`src/rtl/hbk_pkg.sv`:
```
package hbk_pkg;
  localparam int NSTG = 5;
  localparam int S_IF = 0;
  localparam int S_RD = 1;
  localparam int S_EX = 2;
  localparam int S_DF = 3;
  localparam int S_WB = 4;

  // command word bit positions
  localparam int C_CLR_HALT  = 0;
  localparam int C_SET_HALT  = 1;
  localparam int C_CLR_BROKE = 2;
  localparam int C_CLR_IEB   = 3;
  localparam int C_SET_IEB   = 4;
  localparam int C_SET_BROKE = 31;  // internal only, stripped from host writes

  localparam logic [31:0] HOST_CMD_MASK = ~(32'd1 << C_SET_BROKE);

  // set has priority over clear
  function automatic logic flag_next(input logic cur, input logic set, input logic clr);
    return set ? 1'b1 : (clr ? 1'b0 : cur);
  endfunction

  function automatic logic [31:0] brk_cmd_word();
    return (32'd1 << C_SET_HALT) | (32'd1 << C_SET_BROKE);
  endfunction
endpackage

```
`src/rtl/hbk_status.sv`:
```
module hbk_status
  import hbk_pkg::*;
(
  input  logic        clk,
  input  logic        rst_n,
  input  logic        host_en,
  input  logic [31:0] host_cmd,
  input  logic        brk_set,
  output logic        halt_q,
  output logic        broke_q,
  output logic        ieb_q
);
  logic [31:0] cmd_w;
  logic        unused_cmd;

  assign cmd_w = (host_en ? (host_cmd & HOST_CMD_MASK) : 32'd0) |
                 (brk_set ? brk_cmd_word() : 32'd0);
  assign unused_cmd = ^cmd_w[30:5];

  always_ff @(posedge clk or negedge rst_n) begin
    if (!rst_n) begin
      halt_q  <= 1'b1;
      broke_q <= 1'b0;
      ieb_q   <= 1'b0;
    end else begin
      halt_q  <= flag_next(halt_q,  cmd_w[C_SET_HALT],  cmd_w[C_CLR_HALT]);
      broke_q <= flag_next(broke_q, cmd_w[C_SET_BROKE], cmd_w[C_CLR_BROKE]);
      ieb_q   <= flag_next(ieb_q,   cmd_w[C_SET_IEB],   cmd_w[C_CLR_IEB]);
    end
  end

  // broke can only rise through the internal break command
  broke_src_chk: assert property (@(posedge clk) disable iff (!rst_n)
    $rose(broke_q) |-> $past(brk_set));
endmodule

```
`src/rtl/hbk_pipe.sv`:
```
module hbk_pipe
  import hbk_pkg::*;
#(
  parameter int PC_W = 12
) (
  input  logic            clk,
  input  logic            rst_n,
  input  logic            adv,
  input  logic            fetch_kill,
  input  logic            redirect_en,
  input  logic [PC_W-1:0] redirect_pc,
  input  logic            fetch_brk,
  input  logic [NSTG-1:0] flush,
  output logic [NSTG-1:0] vld_q,
  output logic            df_brk,
  output logic [PC_W-1:0] ex_pc,
  output logic [PC_W-1:0] wb_pc,
  output logic [PC_W-1:0] fetch_pc_q
);
  logic [PC_W-1:0] pc_a [NSTG];
  logic [S_DF:0]   brk_a;

  for (genvar s = 0; s < NSTG; s++) begin : g_stg
    logic            in_vld;
    logic [PC_W-1:0] in_pc;
    logic            v_r;
    logic [PC_W-1:0] p_r;

    if (s == 0) begin : g_head
      assign in_vld = ~fetch_kill;
      assign in_pc  = fetch_pc_q;
    end else begin : g_body
      assign in_vld = vld_q[s-1] & ~flush[s-1];
      assign in_pc  = pc_a[s-1];
    end

    always_ff @(posedge clk or negedge rst_n) begin
      if (!rst_n) begin
        v_r <= 1'b0;
        p_r <= '0;
      end else if (adv) begin
        v_r <= in_vld;
        p_r <= in_pc;
      end else if (flush[s]) begin
        v_r <= 1'b0;
      end
    end
    assign vld_q[s] = v_r;
    assign pc_a[s]  = p_r;

    if (s <= S_DF) begin : g_tag
      logic in_brk;
      logic b_r;
      if (s == 0) begin : g_tin
        assign in_brk = fetch_brk;
      end else begin : g_tmid
        assign in_brk = brk_a[s-1];
      end
      always_ff @(posedge clk or negedge rst_n) begin
        if (!rst_n)   b_r <= 1'b0;
        else if (adv) b_r <= in_brk;
      end
      assign brk_a[s] = b_r;
    end
  end

  always_ff @(posedge clk or negedge rst_n) begin
    if (!rst_n)           fetch_pc_q <= '0;
    else if (redirect_en) fetch_pc_q <= redirect_pc;
    else if (adv)         fetch_pc_q <= fetch_pc_q + 1'b1;
  end

  assign df_brk = vld_q[S_DF] & brk_a[S_DF];
  assign ex_pc  = pc_a[S_EX];
  assign wb_pc  = pc_a[S_WB];

  // a frozen cycle without flush or redirect keeps every stage and the fetch PC
  hold_chk: assert property (@(posedge clk) disable iff (!rst_n)
    (!adv && flush == '0 && !redirect_en) |=> ($stable(vld_q) && $stable(fetch_pc_q)));
endmodule

```
`src/rtl/hbk_ctrl.sv`:
```
module hbk_ctrl
  import hbk_pkg::*;
#(
  parameter int PC_W = 12
) (
  input  logic            clk,
  input  logic            rst_n,
  input  logic            pc_wr_en,
  input  logic [PC_W-1:0] pc_wr_data,
  input  logic            cmd_wr_en,
  input  logic [31:0]     cmd_wr_data,
  input  logic            fetch_brk,
  output logic [PC_W-1:0] fetch_pc,
  output logic [NSTG-1:0] stage_vld,
  output logic [NSTG-1:0] flush,
  output logic            abort,
  output logic            retire_vld,
  output logic [PC_W-1:0] retire_pc,
  output logic [PC_W-1:0] resume_pc,
  output logic            halted,
  output logic            broke,
  output logic            brk_irq_en,
  output logic            brk_irq
);
  logic            halt_q;
  logic            df_brk;
  logic            brk_fire;
  logic            redirect_en;
  logic [PC_W-1:0] redirect_pc;
  logic [PC_W-1:0] ex_pc;
  logic [PC_W-1:0] wb_pc;
  logic [PC_W-1:0] resume_q;
  logic            irq_q;

  // break is taken as the tagged instruction moves into the writeback latch
  assign brk_fire    = ~halt_q & df_brk & ~pc_wr_en;
  assign redirect_en = pc_wr_en | brk_fire;
  assign redirect_pc = pc_wr_en ? pc_wr_data : ex_pc;

  for (genvar s = 0; s < NSTG; s++) begin : g_fl
    if (s == S_WB) begin : g_wb
      assign flush[s] = pc_wr_en;
    end else begin : g_up
      assign flush[s] = pc_wr_en | brk_fire;
    end
  end

  hbk_status u_stat (
    .clk      (clk),
    .rst_n    (rst_n),
    .host_en  (cmd_wr_en),
    .host_cmd (cmd_wr_data),
    .brk_set  (brk_fire),
    .halt_q   (halt_q),
    .broke_q  (broke),
    .ieb_q    (brk_irq_en)
  );

  hbk_pipe #(.PC_W(PC_W)) u_pipe (
    .clk         (clk),
    .rst_n       (rst_n),
    .adv         (~halt_q),
    .fetch_kill  (redirect_en),
    .redirect_en (redirect_en),
    .redirect_pc (redirect_pc),
    .fetch_brk   (fetch_brk),
    .flush       (flush),
    .vld_q       (stage_vld),
    .df_brk      (df_brk),
    .ex_pc       (ex_pc),
    .wb_pc       (wb_pc),
    .fetch_pc_q  (fetch_pc)
  );

  always_ff @(posedge clk or negedge rst_n) begin
    if (!rst_n) begin
      resume_q <= '0;
      irq_q    <= 1'b0;
    end else begin
      if (brk_fire) resume_q <= ex_pc;
      irq_q <= brk_fire & brk_irq_en;
    end
  end

  assign resume_pc  = resume_q;
  assign brk_irq    = irq_q;
  assign halted     = halt_q;
  assign abort      = halt_q;
  assign retire_vld = ~halt_q & stage_vld[S_WB] & ~flush[S_WB];
  assign retire_pc  = wb_pc;


  pcwr_flush_chk: assert property (@(posedge clk) disable iff (!rst_n)
    pc_wr_en |=> (stage_vld == '0 && fetch_pc == $past(pc_wr_data)));


  brk_halt_chk: assert property (@(posedge clk) disable iff (!rst_n)
    brk_fire |=> (halted && broke));


  resume_fetch_chk: assert property (@(posedge clk) disable iff (!rst_n)
    (brk_fire && !cmd_wr_en) |=> (fetch_pc == resume_pc && stage_vld == '0));


  irq_pulse_chk: assert property (@(posedge clk) disable iff (!rst_n)
    brk_irq |=> !brk_irq);
endmodule

```
`config.mk`:
```
export PLATFORM = sky130hd
export DESIGN_NAME = hbk_ctrl
export DESIGN_NICKNAME = d
export VERILOG_FILES = /design/src/rtl/hbk_pkg.sv /design/src/rtl/hbk_status.sv /design/src/rtl/hbk_pipe.sv /design/src/rtl/hbk_ctrl.sv
export SDC_FILE = /design/constraint.sdc
export NUM_CORES = 1
export LEC_CHECK = 0
export BUFFER_PORTS_ARGS = -buffer_cell sky130_fd_sc_hd__buf_2
export CORE_ASPECT_RATIO = 1.1
export CORE_MARGIN = 2
export CORE_UTILIZATION = 55
export CTS_BUF_LIST = sky130_fd_sc_hd__clkbuf_8
export CTS_CLUSTER_DIAMETER = 120
export CTS_CLUSTER_SIZE = 14
export DETAILED_ROUTE_END_ITERATION = 16
export GPL_TIMING_DRIVEN = 1
export HOLD_SLACK_MARGIN = 0.08
export MAX_ROUTING_LAYER = met4
export PLACE_DENSITY = 0.82
export SLEW_MARGIN = 40
export SYNTH_ARGS = -nofsm -noshare
export SYNTH_HDL_FRONTEND = slang
export SYNTH_SLANG_ARGS = --single-unit
```
`constraint.sdc`:
```
create_clock -name clk -period 2.17 [get_ports clk]
set_input_delay 0 -clock clk [delete_from_list [all_inputs] [get_ports clk]]
set_output_delay 0 -clock clk [all_outputs]
set_load 0.005 [all_outputs]
```
==> results.md, run 1 <==
- Outcome: complete, no violations
- Post-Syn Area per Cell: around 12 µm²
- Hold Path Class: in -> reg
- Initial Utilization: between 50% and 60%
- Yosys top cell area share: 57.8%
- Sink Count: 97
- Total vias in the final route: between 2000 and 3000
- First-pass GRT wire length: between 10000 and 15000 µm
- Die Y: approximately 95 µm
- Setup ws final: 0.198 ns
- Port bufs: between 70 and 80
- Global Route Usage Sum: 22.8%
- Pwr/cell area: 1070 nW/µm²
- Seq/Total Area, Yosys: between 50% and 60%
- Area contributors post-synth: dfrtp_1, mux2_2, nand2_1, buf_4, a21oi_1
- H-tree levels: 3
- Overflow after GRT: 0
- Dominant synthesized flop cell: dfrtp_1
- Num ports: ~100
- Clk slew on worst S/H paths: roughly 0.090 ns
- Top-count cell post-synth: dfrtp_1
- WP data required: between 2 and 2.5 ns
- DP HPWL: between 5000 and 6000 µm
- CTS tree: yes
- Max-Cap Viols: 0
- Hold Fails Final Rpt: 0
- Vias in the first global route: 2843
- Fmax: 0.507 GHz
- Bufs on Longest Clock Path: 2
- Post-synth EDFFs: 0
- Layout Cells excl Fill: 518
- Vias/cell: approximately 5.6
- Max Slew Vio Count: 0
- Die area: between 8000 and 9000 µm²
- Util after Layout: about two thirds
- Slowest CP cell: dfstp_2
- Drt total wl: 8550 µm
- Share of cells above drive strength 1: 38.7%
- Period minus WS final: about 2.0 ns
- Setup tns final: 0 ns
- Least-Margin Pin Slew: 0.653 ns
- Crit Path Max Fanout: 74
- Nets: about 480
- Worst path max stage delay: about 0.58 ns
- Async SR Flop Fraction: between 90% and 100%
- CP cell instances: buf_12 > nor3_2 > a221o_1 > dlygate4sd3_1
- Number of setup violations in the final report: 0
- Largest net degree at the start of global routing: between 70 and 80
- Area Overhead vs Synth: 18.6%
- Root buf cell: clkbuf_8
- WP data arrival: 2.26 ns
- Area leader, netlist: dfrtp_1
- VDD IR-drop max: between 0.4 and 0.5 mV
- Post-Syn Instances: 347
- Top cells by count, synth: dfrtp_1, mux2_2, nand2_1
- #FFs+latches synth: 97
- Detailed Route Iter0 Violations: 256
- Number of iterations in the first detailed-routing pass: 4
- Placed cells: about 490
- Core area: about 7400 µm²
- Setup bufs post-CTS: 0
- WS Path Type: reg -> reg
- Yosys Warn Count: 0
- Design Power: 5.25 mW
- Hold-fix buffer count after cts: 15
- Die extent in x: around 87 µm
- Initial antenna violation count: 0
- P_leak: ~2.3 nW
- Mapped Area: 4160 µm²
- DRC: 0
- Period utilisation layout: 90.9%
- Syn_nets: 397
- Diode count: 0
- Dpl ws: roughly 0.41 ns
- Total CTS buffers: 9
- Post-CTS Resized: 0
- Layout Skew: around 0.0061 ns
- WL/cell: approximately 16 µm
- Worst setup EP type: flip-flop
- RSZ-0062 raised after global routing: false
- Row cnt: 33
- Critical path launch point type: flip-flop
- RD Place Congestion: about 0.88
- Crit-path leading delay family: buffers and inverters
- CP Buf/Inv Count: 2
- Worst slew margin: a little under three fifths
- Netlist cell types: between 40 and 50
- Clock Latency Late Sink: 0.35 ns
- Antenna violation net count after detailed routing: 0
[path summary, 6_finish.rpt]
kind,endpoint,depth (start not counted),startpoint,slack (ns)
hold reg to reg,resume_pc[4],2,resume_pc[4],0.48
min in group asynchronous,u_pipe.wb_pc[4],2,rst_n,0.21
max in group asynchronous,u_stat.halt_q,3,rst_n,1.28
setup reg to reg,u_stat.halt_q,4,u_stat.halt_q,0.20
setup / recovery,u_stat.halt_q,4,u_stat.halt_q,0.20
hold / removal,u_pipe.fetch_pc_q[4],4,pc_wr_data[4],0.11
[cell type report]
| type | count | area [µm²] |
|---|---|---|
| clock buffer | 9 | 124 |
| clock inverter | 7 | 95.1 |
| fill | 545 | 2460 |
| inverter | 8 | 30.0 |
| multi-input combinational | 212 | 1520 |
| sequential | 97 | 2430 |
| tap | 87 | 109 |
| timing repair buffer | 98 | 618 |
[sequential cells by signal, indices dropped and copies added (netlist names)]
signal and cells:
u_pipe.g_stg.g_tag.b_r 4, u_pipe.wb_pc 12, u_stat.ieb_q 1, u_stat.halt_q 1, u_pipe.g_stg.p_r 36, resume_pc 12
u_stat.broke_q 1, u_pipe.ex_pc 12, u_pipe.g_stg.v_r 5, u_pipe.fetch_pc_q 12, brk_irq 1
[cells in the final DEF (no fill, tap or decap), types with 2 or more instances in the layout]
| master | synthesis | routed |
|---|---|---|
| o21ai_0 | 10 | 10 |
| clkbuf_8 | 0 | 9 |
| a21oi_1 | 15 | 15 |
| o22ai_1 | 5 | 5 |
| bufinv_16 | 0 | 2 |
| nor2_1 | 8 | 8 |
| nand2b_1 | 4 | 4 |
| o311a_1 | 2 | 2 |
| a31oi_1 | 3 | 3 |
| clkinv_4 | 0 | 2 |
| dlygate4sd3_1 | 0 | 15 |
| nand3b_1 | 4 | 4 |
| nor3_1 | 4 | 4 |
| o22a_1 | 3 | 3 |
| buf_12 | 0 | 2 |
| mux2_2 | 61 | 61 |
| dfrtp_1 | 96 | 96 |
| nand4_1 | 2 | 2 |
| nand3_1 | 4 | 4 |
| a22oi_1 | 2 | 2 |
| and2_1 | 2 | 2 |
| nand2_1 | 56 | 56 |
| o2bb2ai_1 | 2 | 2 |
| buf_4 | 11 | 9 |
| buf_2 | 15 | 72 |
| inv_1 | 8 | 9 |
| nor2b_1 | 2 | 2 |
[worst min-delay path: stages]
cell and delay (ns):
buf_2 0.09, o22ai_1 0.07, a31oi_1 0.14, o22a_2 0.14
[stage by stage]
stage,hold slack (ns),instance area (µm²)
after floorplan,-0.296,4160
after global placement,0.0602,4560
after detailed placement,0.0758,4560
after CTS,0.0875,4930
after global routing,0.139,4930
final,0.109,4930
[power breakdown]
| part | switching, mW | internal, mW | total [mW] |
|---|---|---|---|
| logic | 0.441 | 0.696 | 1.14 |
| clock network | 0.615 | 0.651 | 1.27 |
| registers | 0.455 | 2.39 | 2.85 |
| total | 1.51 | 3.74 | 5.25 |
[metal layers]
layer / track usage [%] / share of wire, %
met5: - / 0
met4: 9.38 / 2.3
met3: 4.76 / 5.3
met2: 35.9 / 50
met1: 28.9 / 42
[kinds of logic (layout without fill, tap and decap cells)]
kind of cell	Yosys count	count (layout)	share of synthesized area [%]
flops	97	97	58.4
simple gates	96	96	11.1
mux	62	62	16.8
compound gates	53	53	8.46
buf+inv	38	122	4.88
fa+ha+maj	1	1	0.301
No activity file was read; power rests on OpenSTA's default activity.
==> inputs of run 2 (changes only) <==
Clock period 2.17 ns to 1.85 ns, I/O delays scaled along.
==> results.md, run 2 (synthesis gave the netlist of run 1 again) <==
- Max reg flops: 36 (unchanged)
- CP cell instances: buf_12 > nor2_1 > and2_1 > buf_2 (was buf_12 > nor3_2 > a221o_1 > dlygate4sd3_1)
- Number of iterations in the first detailed-routing pass: 4 (unchanged)
- Clock power share: 23.4% (was 24.1%)
- Most common cell after layout, fill and taps aside: dfrtp_1 (unchanged)
- Worst R2R Start: u_pipe.g_stg[3].g_tag.b_r (was u_stat.halt_q)
- Detailed Route Iter0 Violations: 201 (was 256)
- Pwr/cell area: 1240 nW/µm² (was 1070 nW/µm²)
- Design Power: 6.16 mW (was 5.25 mW)
- P_int: 4.32 mW (was 3.74 mW)
- Most used routing layer: met2 (unchanged)
- Least-Margin Pin Slew: 0.404 ns (was 0.653 ns)
- Initial antenna violation count: 0 (unchanged)
- Row cnt: 33 (unchanged)
- Clk slew on worst S/H paths: 0.09 ns (about the same)
- Global Route Usage Sum: 23.1% (was 22.8%)
- NetSw: 1.84 mW (was 1.51 mW)
- Sink Count: 97 (unchanged)
- Worst Setup SP: u_stat.halt_q (unchanged)
- Comb power frac: 22.3% (was 21.7%)
- Max-Cap Viols: 0 (unchanged)
- Util after Layout: 67.2% (was 66.7%)
- Worst slew margin: 73.0% (was 56.5%)
- RD Place Congestion: 0.840 (was 0.876)
- Worst setup EP type: output pin (was flip-flop)
- Post-DP Area: 4580 µm² (was 4560 µm²)
- Nets: 481 (was 476)
- Diode count: 0 (unchanged)
- Hold Path Cell Cnt: 4 (unchanged)
- Period minus WS final: between 1.5 and 2 ns
- Port bufs: 73 (unchanged)
- Fmax: 0.578 GHz
- DP HPWL: 5830 µm (was 5630 µm)
- WP data arrival: 1.73 ns (was 2.26 ns)
- Total vias in the final route: 2935 (was 2895)
- Hold Fails Final Rpt: 0 (unchanged)
- Die area: 8270 µm² (unchanged)
- Clock Latency Late Sink: 0.37 ns (was 0.35 ns)
- Sw frac: 29.9% (was 28.8%)
- Top reg by flops: u_pipe.g_stg.p_r (unchanged)
- Total CTS buffers: 9 (unchanged)
- Commonest non-fill, non-tap cells in the layout: dfrtp_1, buf_2, mux2_2 (unchanged)
- Vias/cell: 5.61 (was 5.59)
- Met1 Track Usage GR: 28.7% (was 28.9%)
- Worst path max stage delay: 0.62 ns (was 0.58 ns)
- H-tree levels: 3 (unchanged)
- RSZ-0062 raised after global routing: false (unchanged)
- Vias in the first global route: 2937 (was 2843)
- Number of setup violations in the final report: 0 (unchanged)
- DRC: 0 (unchanged)
- Share of cells above drive strength 1: 39.2% (was 38.7%)
- Worst Reg-to-Reg Cells: 4 (unchanged)
- Initial Utilization: 56.2% (unchanged)
- Met2 global-route usage: 36.8% (was 35.9%)
- Final Instance Area: 4960 µm² (was 4930 µm²)
- WS Path Type: reg -> out (was reg -> reg)
- Outcome: complete, no violations (unchanged)
- Largest net degree at the start of global routing: 74 (was 75)
- First-pass GRT wire length: 14100 µm (was 13900 µm)
- Setup tns final: 0 ns (unchanged)
- Drt total wl: 8770 µm (was 8550 µm)
- Antenna violation net count after detailed routing: 0 (unchanged)
- Crit Path Max Fanout: 73 (was 74)
- CTS tree: yes (unchanged)
- Slowest CP cell: dfstp_2 (unchanged)
- Die extent in x: 86.9 µm (unchanged)
- WP data required: 1.85 ns (was 2.45 ns)
- WL/cell: 16.8 µm (was 16.5 µm)
- Core area: 7390 µm² (unchanged)
- Worst hold slack: 0.106 ns (was 0.109 ns)
- Root buf cell: clkbuf_8 (unchanged)
- Met3 global-route usage: 4.59% (was 4.76%)
- Setup ws final: 0.120 ns (was 0.198 ns)
- Sequential share of power: 54.3% (was 54.2%)
- Placed cells: 490 (was 487)
- Dpl ws: 0.108 ns (was 0.411 ns)
- Layout Skew: 0.00919 ns (was 0.00614 ns)
- Layout Cells excl Fill: 523 (was 518)
- Period utilisation layout: 93.5%
- Die Y: 95.2 µm (unchanged)
- VDD IR-drop max: 0.649 mV (was 0.453 mV)
- Num ports: 101 (unchanged)
- Hold Path Class: in -> reg (unchanged)
- P_leak: 2.35 nW (was 2.33 nW)
- Critical path launch point type: flip-flop (unchanged)
- Area Overhead vs Synth: 19.5% (was 18.6%)
- Hold_sp: pc_wr_data[7] (was pc_wr_data[4])
- Bufs on Longest Clock Path: 2 (unchanged)
- Max Slew Vio Count: 0 (unchanged)
- Overflow after GRT: 0 (unchanged)
run 2: area by class of cell:
type	instances	area [µm²]
clock buffer	10	138
inverter	8	30.0
clock inverter	6	75.1
fill	526	2430
tap	87	109
multi-input combinational	212	1520
timing repair buffer	103	661
sequential	97	2430
run 2: worst max-delay path: cells and delay by family (launching register included):
family / cells / cell delay [ns]
buffers and inverters: 2 / 0.45
AND/OR/NAND/NOR: 2 / 0.30
flip-flops: 1 / 0.62
run 2: power groups by stage:
stage          Sequential [mW]  Clock [mW]  Combinational, mW
3_5_place_dp              3.38           0               1.36
5_1_grt                   3.44        1.54               1.52
4_1_cts                   3.34        1.46               1.39
6_report                  3.34        1.44               1.38
2_1_floorplan             3.20           0              0.919
3_3_place_gp              3.33           0               1.29
run 2: final timing paths:
check	endpoint	slack (ns)
setup reg to reg	u_pipe.fetch_pc_q[9]	0.16
hold reg to reg	resume_pc[3]	0.47
hold / removal	u_pipe.fetch_pc_q[7]	0.11
setup / recovery	retire_vld	0.12
max in group asynchronous	u_pipe.wb_pc[7]	0.91
min in group asynchronous	resume_pc[11]	0.16
run 2: per-layer routing:
layer  up-vias  part of all wire [%]
met4         0                   2.1
met2       101                    51
li1       1377                     -
met5         -                     0
met1      1443                    42
met3        14                   5.1
run 2: timing repair:
action	in CTS	in global routing
setup buffers	0	0
gates resized for setup	0	1
endpoints found under the setup margin	0	1
hold buffers	17	0
endpoints found under the hold margin	110	0
==> inputs of run 3 (changes only) <==
Settings changed: ABC_AREA set to 1.
==> results.md, run 3 <==
- Bufs on Longest Clock Path: 2 (unchanged)
- Nets: 611 (was 481)
- Worst path max stage delay: 0.72 ns (was 0.62 ns)
- Post-synth EDFFs: 0 (unchanged)
- Yosys Warn Count: 0 (unchanged)
- WS Path Type: reg -> out (unchanged)
- Syn_nets: 533 (was 397)
- Area Overhead vs Synth: 18.4% (was 19.5%)
- Hold-fix buffer count after cts: 18 (was 17)
- Hold Fails Final Rpt: 0 (unchanged)
- Detailed Route Iter0 Violations: 316 (was 201)
- Max reg flops: 36 (unchanged)
- Yosys top cell area share: 56.7% (was 57.8%)
- Outcome: complete, no violations (unchanged)
- Mapped Area: 4240 µm² (was 4160 µm²)
- Diode count: 0 (unchanged)
- Post-Syn Instances: 483 (was 347)
- Critical path launch point type: flip-flop (unchanged)
- Period minus WS final: 1.70 ns (was 1.73 ns)
- Die extent in x: 87.7 µm (was 86.9 µm)
- Largest net degree at the start of global routing: 47 (was 74)
- Share of cells above drive strength 1: 20.7% (was 39.2%)
- Most common cell after layout, fill and taps aside: nand2_1 (was dfrtp_1)
- Die Y: 96.0 µm (was 95.2 µm)
- RSZ-0062 raised after global routing: false (unchanged)
- Commonest non-fill, non-tap cells in the layout: nand2_1, dfrtp_1, buf_2 (was dfrtp_1, buf_2, mux2_2)
- Sink Count: 97 (unchanged)
- Global Route Usage Sum: 25.9% (was 23.1%)
- WL/cell: 14.4 µm (was 16.8 µm)
- Multi-input gate area: 1420 µm² (was 1520 µm²)
- Core area: 7470 µm² (was 7390 µm²)
- CTS tree: yes (unchanged)
- Least-Margin Pin Slew: 0.442 ns (was 0.404 ns)
- Clk slew on worst S/H paths: 0.10 ns (was 0.09 ns)
- Async SR Flop Fraction: 100% (unchanged)
- Hold Path Class: in -> reg (unchanged)
- Period utilisation layout: 91.9% (was 93.5%)
- Dominant synthesized flop cell: dfrtp_1 (unchanged)
- Total CTS buffers: 9 (unchanged)
- Crit Path Max Fanout: 38 (was 73)
- Fmax: 0.588 GHz (was 0.578 GHz)
- Top-count cell post-synth: nand2_1 (was dfrtp_1)
- H-tree levels: 3 (unchanged)
- Worst setup EP type: output pin (unchanged)
- First-pass GRT wire length: 16000 µm (was 14100 µm)
- Area contributors post-synth: dfrtp_1, nand2_1, o21ai_0, inv_1, nor2_1 (was dfrtp_1, mux2_2, nand2_1, buf_4, a21oi_1)
- DP HPWL: 6220 µm (was 5830 µm)
- Register area: 2430 µm² (unchanged)
- WP data arrival: 1.70 ns (was 1.73 ns)
- Root buf cell: clkbuf_8 (unchanged)
- VDD IR-drop max: 0.479 mV (was 0.649 mV)
- Top reg by flops: u_pipe.g_stg.p_r (unchanged)
- Drt total wl: 9640 µm (was 8770 µm)
- Die area: 8420 µm² (was 8270 µm²)
- CP cell instances: buf_4 > nor3_1 > buf_2 (was buf_12 > nor2_1 > and2_1 > buf_2)
- WP data required: 1.85 ns (about the same)
- Layout Cells excl Fill: 671 (was 523)
- Total vias in the final route: 3400 (was 2935)
- Clock Latency Late Sink: 0.36 ns (was 0.37 ns)
- Vias in the first global route: 3298 (was 2937)
- Post-Syn Area per Cell: 8.77 µm² (was 12.0 µm²)
- RD Place Congestion: 0.885 (was 0.840)
- Fillcell total: 594 (was 526)
- Setup tns final: 0 ns (unchanged)
- Setup bufs post-CTS: 0 (unchanged)
- Slowest CP cell: dfstp_2 (unchanged)
- Overflow after GRT: 0 (unchanged)
- Area leader, netlist: dfrtp_1 (unchanged)
- Initial antenna violation count: 0 (unchanged)
- DRC: 0 (unchanged)
- Num ports: 101 (unchanged)
- Initial Utilization: 56.7% (was 56.2%)
- Antenna violation net count after detailed routing: 0 (unchanged)
- #FFs+latches synth: 97 (unchanged)
- Vias/cell: 5.07 (was 5.61)
- Number of iterations in the first detailed-routing pass: 5 (was 4)
- Top cells by count, synth: nand2_1, dfrtp_1, o21ai_0 (was dfrtp_1, mux2_2, nand2_1)
- Layout Skew: 0.0107 ns (was 0.00919 ns)
- Row cnt: 33 (unchanged)
- Max Slew Vio Count: 0 (unchanged)
- Netlist cell types: 35 (was 47)
- Port bufs: 73 (unchanged)
- P_leak: 2.64 nW (was 2.35 nW)
- Placed cells: 637 (was 490)
- Worst slew margin: 70.6% (was 73.0%)
- Pwr/cell area: 1140 nW/µm² (was 1240 nW/µm²)
- Max-Cap Viols: 0 (unchanged)
- Number of setup violations in the final report: 0 (unchanged)
- Post-CTS Resized: 0 (unchanged)
- Seq/Total Area, Yosys: 57.3% (was 58.4%)
run 3: cell count changes after synthesis, moves of 14 or more:
cell     previous run  this run
nand2_1            56       168
mux2_2             61         0
o21ai_0            10        52
inv_1               8        38
nor2_1              8        37
nand3_1             4        18
run 3: kinds of logic after synthesis:
logic type | count (synthesis) | synth area share [%]
XOR/XNOR | 2 | 0.414
flip-flops | 97 | 57.3
buffers and inverters | 75 | 9.16
AND/OR/NAND/NOR | 236 | 23.1
AO/OA/AOI/OAI | 72 | 9.69
adder cells (fa/ha/maj) | 1 | 0.295
run 3: critical path: cells and delay by family, from the launching register on:
kind / cells / cell delay (ns)
AND/OR/NAND/NOR: 1 / 0.09
flip-flops: 1 / 0.72
buffers and inverters: 2 / 0.53
run 3: layer usage:
| layer | share of wire [%] | up-vias | GRT usage, % | routed length, µm |
|---|---|---|---|---|
| met2 | 48 | 115 | 39.5 | 4600 |
| li1 | - | 1660 | - | - |
| met5 | 0 | - | - | 0 |
| met1 | 45 | 1599 | 35.1 | 4310 |
| met3 | 5.1 | 26 | 5.23 | 491 |
| met4 | 2.4 | 0 | 8.97 | 233 |
run 3: stage by stage:
| stage | setup WS, ns | hold WS, ns | total power [mW] | area (µm²) | utilization (%) |
|---|---|---|---|---|---|
| after floorplan | 0.494 | -0.296 | 3.61 | 4240 | - |
| after global placement | 0.271 | -0.0263 | 3.98 | 4590 | 61.4 |
| after detailed placement | 0.260 | -0.0187 | 4.05 | 4590 | 61.4 |
| after CTS | 0.137 | 0.0890 | 5.75 | 5020 | 67.1 |
| after global routing | 0.0273 | 0.111 | 6.09 | 5020 | 67.1 |
| final | 0.150 | 0.0992 | 5.73 | 5020 | 67.1 |
run 3: cell type report:
class / instances / share of cell area, %
inverters: 44 / 3.49
well taps: 105 / 2.62
flip-flops and latches: 97 / 48.4
clock buffers: 9 / 2.47
multi-input cells: 311 / 28.3
repair buffers: 98 / 12.2
clock inverters: 7 / 2.49
run 3: final timing paths:
kind	from	to	slack [ns]	depth (start not counted)
worst max-delay path	u_stat.halt_q	retire_vld	0.15	3
worst min-delay path	pc_wr_data[9]	u_pipe.fetch_pc_q[9]	0.1	6
worst max register to register	u_stat.halt_q	u_pipe.fetch_pc_q[3]	0.23	7
worst min register to register	u_pipe.g_stg[3].p_r[5]	u_pipe.wb_pc[5]	0.48	2
max in group asynchronous	rst_n	u_stat.halt_q	1.03	3
min in group asynchronous	rst_n	u_stat.broke_q	0.12	2
run 3: report_power, final:
| part | switching, mW | total [mW] | internal (mW) |
|---|---|---|---|
| registers | 0.343 | 2.96 | 2.62 |
| logic | 0.644 | 1.09 | 0.450 |
| clock network | 0.761 | 1.67 | 0.912 |
| total | 1.75 | 5.73 | 3.98 |
